--- src/rtl/jl_pkg.sv ---
package jl_pkg;
  typedef enum logic [1:0] {
    JK_ABS      = 2'b00,
    JK_ABS_LINK = 2'b01,
    JK_REG      = 2'b10,
    JK_REG_LINK = 2'b11
  } jl_kind_e;

  // bit 0 of the kind selects a link write
  function automatic logic kind_links(input jl_kind_e k);
    return k[0];
  endfunction

  // bit 1 of the kind selects a register target
  function automatic logic kind_from_reg(input jl_kind_e k);
    return k[1];
  endfunction
endpackage

--- src/rtl/jl_target_sel.sv ---
module jl_target_sel #(
  parameter int ADDR_W = 64,
  parameter int IDX_W  = 26
) (
  input  jl_pkg::jl_kind_e    kind,
  input  logic [ADDR_W-1:0]   pc,
  input  logic [IDX_W-1:0]    index,
  input  logic [ADDR_W-1:0]   reg_val,
  output logic [ADDR_W-1:0]   target
);
  localparam int REGION_LSB = IDX_W + 2;

  function automatic logic [ADDR_W-1:0] region_splice(
    input logic [ADDR_W-1:0] p, input logic [IDX_W-1:0] ix);
    logic [ADDR_W-1:0] r;
    r = '0;
    r[ADDR_W-1:REGION_LSB] = p[ADDR_W-1:REGION_LSB];
    r[REGION_LSB-1:2]      = ix;
    return r;
  endfunction

  always_comb begin
    if (jl_pkg::kind_from_reg(kind)) target = reg_val;
    else                             target = region_splice(pc, index);
  end
endmodule

--- src/rtl/jl_link_gen.sv ---
module jl_link_gen #(
  parameter int ADDR_W   = 64,
  parameter int REG_AW   = 5,
  parameter int LINK_REG = 31,
  parameter int LINK_OFS = 8
) (
  input  logic                accept,
  input  jl_pkg::jl_kind_e    kind,
  input  logic [ADDR_W-1:0]   pc,
  input  logic [REG_AW-1:0]   rd,
  output logic                we,
  output logic [REG_AW-1:0]   idx,
  output logic [ADDR_W-1:0]   value
);
  localparam logic [REG_AW-1:0] FIXED_RA = REG_AW'(LINK_REG);
  localparam logic [ADDR_W-1:0] STEP     = ADDR_W'(LINK_OFS);

  function automatic logic [ADDR_W-1:0] after_slot(input logic [ADDR_W-1:0] p);
    return p + STEP;
  endfunction

  always_comb begin
    idx   = jl_pkg::kind_from_reg(kind) ? rd : FIXED_RA;
    value = after_slot(pc);
    we    = accept && jl_pkg::kind_links(kind) && (idx != '0);
  end
endmodule

--- src/rtl/jl_redirect_ctrl.sv ---
module jl_redirect_ctrl #(
  parameter int ADDR_W = 64
) (
  input  logic              clk,
  input  logic              rst_n,
  input  logic              accept,
  input  logic [ADDR_W-1:0] target_in,
  input  logic              slot_retire,
  output logic              pend_q,
  output logic              fire,
  output logic [ADDR_W-1:0] held_target
);
  assign fire = pend_q && slot_retire;

  always_ff @(posedge clk) begin
    if (!rst_n) begin
      pend_q      <= 1'b0;
      held_target <= '0;
    end else begin
      if (accept) begin
        pend_q      <= 1'b1;
        held_target <= target_in;
      end else if (fire) begin
        pend_q <= 1'b0;
      end
    end
  end
endmodule

--- src/rtl/jump_link_unit.sv ---
module jump_link_unit #(
  parameter int ADDR_W   = 64,
  parameter int IDX_W    = 26,
  parameter int REG_AW   = 5,
  parameter int LINK_REG = 31,
  parameter int LINK_OFS = 8
) (
  input  logic              clk,
  input  logic              rst_n,
  input  logic              jmp_valid,
  input  logic [1:0]        jmp_kind,
  input  logic [ADDR_W-1:0] cur_pc,
  input  logic [IDX_W-1:0]  insn_index,
  input  logic [ADDR_W-1:0] rs_value,
  input  logic [REG_AW-1:0] rd_field,
  input  logic              slot_retire,
  output logic              link_we,
  output logic [REG_AW-1:0] link_idx,
  output logic [ADDR_W-1:0] link_value,
  output logic              redirect_valid,
  output logic [ADDR_W-1:0] redirect_pc
);
  jl_pkg::jl_kind_e kind;
  logic             pend_q;
  logic             jump_accept;
  logic             redirect_fire;
  logic [ADDR_W-1:0] next_target;

  assign kind        = jl_pkg::jl_kind_e'(jmp_kind);
  assign jump_accept = jmp_valid && !pend_q;

  jl_target_sel #(.ADDR_W(ADDR_W), .IDX_W(IDX_W)) u_tgt (
    .kind(kind), .pc(cur_pc), .index(insn_index), .reg_val(rs_value),
    .target(next_target)
  );

  jl_link_gen #(.ADDR_W(ADDR_W), .REG_AW(REG_AW), .LINK_REG(LINK_REG),
                .LINK_OFS(LINK_OFS)) u_link (
    .accept(jump_accept), .kind(kind), .pc(cur_pc), .rd(rd_field),
    .we(link_we), .idx(link_idx), .value(link_value)
  );

  jl_redirect_ctrl #(.ADDR_W(ADDR_W)) u_redir (
    .clk(clk), .rst_n(rst_n), .accept(jump_accept), .target_in(next_target),
    .slot_retire(slot_retire), .pend_q(pend_q), .fire(redirect_fire),
    .held_target(redirect_pc)
  );

  assign redirect_valid = redirect_fire;
endmodule

--- config.mk ---
export PLATFORM = sky130hd
export DESIGN_NAME = jump_link_unit
export DESIGN_NICKNAME = d
export VERILOG_FILES = /design/src/rtl/jl_pkg.sv /design/src/rtl/jl_target_sel.sv /design/src/rtl/jl_link_gen.sv /design/src/rtl/jl_redirect_ctrl.sv /design/src/rtl/jump_link_unit.sv
export SDC_FILE = /design/constraint.sdc
export NUM_CORES = 1
export LEC_CHECK = 0
export ABC_AREA = 1
export BUFFER_PORTS_ARGS = -buffer_cell sky130_fd_sc_hd__buf_2
export CORE_AREA = 5 5 114 116
export CTS_CLUSTER_DIAMETER = 40
export DETAILED_ROUTE_END_ITERATION = 12
export DIE_AREA = 0 0 119 121
export GPL_TIMING_DRIVEN = 0
export HOLD_SLACK_MARGIN = 0.03
export PLACE_DENSITY = 0.77
export SLEW_MARGIN = 20
export SYNTH_ARGS = -nofsm -noshare
export SYNTH_HDL_FRONTEND = slang
export SYNTH_SLANG_ARGS = --single-unit
--- constraint.sdc ---
create_clock -name clk -period 2.5 [get_ports clk]
set_input_delay 0.125 -clock clk [delete_from_list [all_inputs] [get_ports clk]]
set_output_delay 0.125 -clock clk [all_outputs]
set_load 0.02 [all_outputs]
==> impl_metrics.csv <==
group,metric,value,unit
sta,max_freq,564,MHz
sta,hold_ws,37.4,ps
power,peakVddDrop,0.516,mV
sta,rsz0062_at_grt,"no",
yosys,yosysTopAreaCell,"dfxtp_1",
die,die_w,119,um
route,firstDrtPassIters,5,
yosys,synth.area.top_cells,"dfxtp_1, nand2_1, a21oi_1",
yosys,synth_cells,808,
setup_path,cp_slowest_stage_delay,240,ps
power,p_sw,1.16,mW
clocking,clk_pin_slew,60,ps
global_routing,grt_overflow,0,
layout,num-fill-cells,1223,
worst_hold_path,min_path_type,"in -> reg",
sta,setup_slack,726,ps
clocking,root_buffer,"clkbuf_16",
power,leakagePower,3.40,nW
setup_path,crit_path_start,"cur_pc[4]",
global_routing,grt_pass1_wl,31900,um
setup_path,cp_max_fo,6,
route,wl_per_cell,16.3,um
die,die_h,121,um
layout,layout-drive-gt1-share,32.5,%
power,p_int,2.33,mW
yosys,synthArstFlopShare,0,%
setup_path,critPathLaunchType,"input port",
worst_hold_path,holdPathStages,3,
layout,nets,1280,
setup_path,r2r_slack,1040,ps
power,power.clock.fraction,39.3,%
die,die-area,0.0144,sq mm
power,swShare,33.3,%
die,start_util,40.5,%
placed_design,place_congestion,0.952,
yosys,synth-edff-count,0,
power,power.total,3.49,mW
sta,hold_viol,0,
clocking,post_cts_buffers,0,
global_routing,grt_antenna_before_repair,0,
yosys,synth_most_common_cell,"nand2_1",
clocking,cts_tree,"done",
yosys,synth_common_cells,"nand2_1, a21oi_1, nor2_1, dfxtp_1, o21ai_0",
die,design.core.area,0.0118,sq mm
clocking,clock_path_buffers,2,
route,antenna_left,0,
yosys,avgSynthCellArea,5.92,sq um
worst_hold_path,worstHoldStart,"rs_value[6]",
route,drtIter0Drc,570,
setup_path,worstPathRequired,2380,ps
setup_path,endpoint_kind,"output pin",
power,p_comb_share,27.2,%
clocking,clock_sinks,65,
power,power.density,516,mW/mm^2
yosys,yosysSeqAreaShare,27.2,%
placed_design,hpwlAfterDp,17100,um
route,drcViolationCount,0,
sta,min_period,1770,ps
yosys,syn_area,0.00478,sq mm
sta,relSlewSlack,59.8,%
sta,finalCritPeriodShare,71.0,%
global_routing,grt_max_degree,13,
yosys,synthFlopType,"dfxtp_1",
setup_path,path_cells,"buf_2 > ha_1 > inv_2 > nor2_4 > nand2_4 > nor2_1 > nand2_1 > inv_1 > nand3b_1 > nand2_1 > buf_2",
setup_path,crit_path_top_delay_cell,"ha_1",
layout,final_util,57.3,%
clocking,cts_buffers,9,
sta,tightest_slew,604,ps
die,placementRows,40,
setup_path,critPathArrivalTime,1650,ps
yosys,yosysTopAreaCellShare,27.2,%
sta,slew_violations,0,
route,finalWirelength,20700,um
layout,area_growth,41.4,%
placed_design,numPortBuffers,295,
setup_path,r2r-start,"u_redir.pend_q",
placed_design,dp_slack,738,ps
sta,fin_tns_setup,0,ps
clocking,cts_resized,0,
yosys,syn-num-nets,974,
global_routing,track_usage,27.6,%
sta,setup_viol,0,
route,dr_total_vias,6488,
run_status,status,"complete, no violations",
layout,diodes,0,
clocking,clock_latency,330,ps
yosys,ys_seq_elements,65,
run,maxCapViolCount,0,
global_routing,grt_pass1_vias,6214,
clocking,cts_hold_buf,0,
setup_path,r2r_cells,5,
yosys,ys_types,25,
yosys,yosysWarnings,0,
power,seqPwrFrac,33.5,%
die,io_pins,300,
clocking,cts_max_level,3,
sta,skew,8.99,ps
setup_path,crit_type,"in -> out",
route,via_per_inst,5.12,
[per-layer routing]
| metal | vias up | track usage, % | wire [um] |
|---|---|---|---|
| met2 | 328 | 45.8 | 9630 |
| met1 | 2909 | 36.0 | 8740 |
| met4 | 0 | 7.02 | 394 |
| li1 | 3223 | - | - |
| met3 | 28 | 6.76 | 1930 |
| met5 | - | 0 | 0 |
[final cells by class]
class / count / area (sq um) / area share (%)
inverter: 48 / 180 / 2.66
tap: 147 / 184 / 2.72
timing repair buffer: 295 / 1480 / 21.8
buffer: 37 / 156 / 2.31
sequential: 65 / 1300 / 19.2
multi-input combinational: 658 / 3150 / 46.5
clock inverter: 6 / 92.6 / 1.37
clock buffer: 10 / 229 / 3.38
[worst max-delay path, delay by kind of cell]
family                     cells  cell delay [ps]
and+or+nand+nor                6              790
buffers and inverters          4              480
adders and majority gates      1              240
[flip-flops by register name, indices dropped and copies added, names as in the netlist]
name	flops
u_redir.held_target	64
u_redir.pend_q	1
[metrics by stage]
stage | instances | instance area, sq um
2_1_floorplan | 808 | 4780
3_3_place_gp | 1250 | 6440
3_5_place_dp | 1250 | 6440
4_1_cts | 1266 | 6770
5_1_grt | 1266 | 6770
6_report | 1266 | 6770
[cells in the final DEF (no fill, tap or decap), types with 10 or more instances in the layout]
master    instances
o21ai_0          57
dfxtp_1          65
nand4_1          12
nor2_1          100
nand2_2          14
nor2_2           13
buf_2           300
inv_1            45
xnor2_1          21
nand2_1         247
xor2_1           10
a21oi_1         126
nand3_1          15
clkbuf_1         26
o21ai_1          21
[logic make-up (layout without fill, tap and decap cells)]
| group | Yosys count | count (layout) | synth area share [%] |
|---|---|---|---|
| xor+xnor | 31 | 31 | 5.68 |
| flops | 65 | 65 | 27.2 |
| buf+inv | 85 | 396 | 7.04 |
| simple gates | 422 | 422 | 38.5 |
| compound gates | 204 | 204 | 21.3 |
| fa+ha+maj | 1 | 1 | 0.262 |
[final timing paths]
| check | to |
|---|---|
| hold / removal | u_redir.held_target[6] |
| setup / recovery | link_value[45] |
| hold reg to reg | u_redir.held_target[0] |
| setup reg to reg | u_redir.held_target[12] |
[power by group through the flow]
| stage | registers (mW) | clock network (mW) | logic, mW |
|---|---|---|---|
| after global routing | 1.18 | 1.42 | 1.04 |
| final | 1.17 | 1.37 | 0.950 |
| after detailed placement | 1.18 | 0 | 0.945 |
| after global placement | 1.19 | 0 | 0.938 |
| after floorplan | 1.29 | 0 | 0.406 |
| after CTS | 1.17 | 1.38 | 0.948 |
No activity file was read; power rests on OpenSTA's default activity.
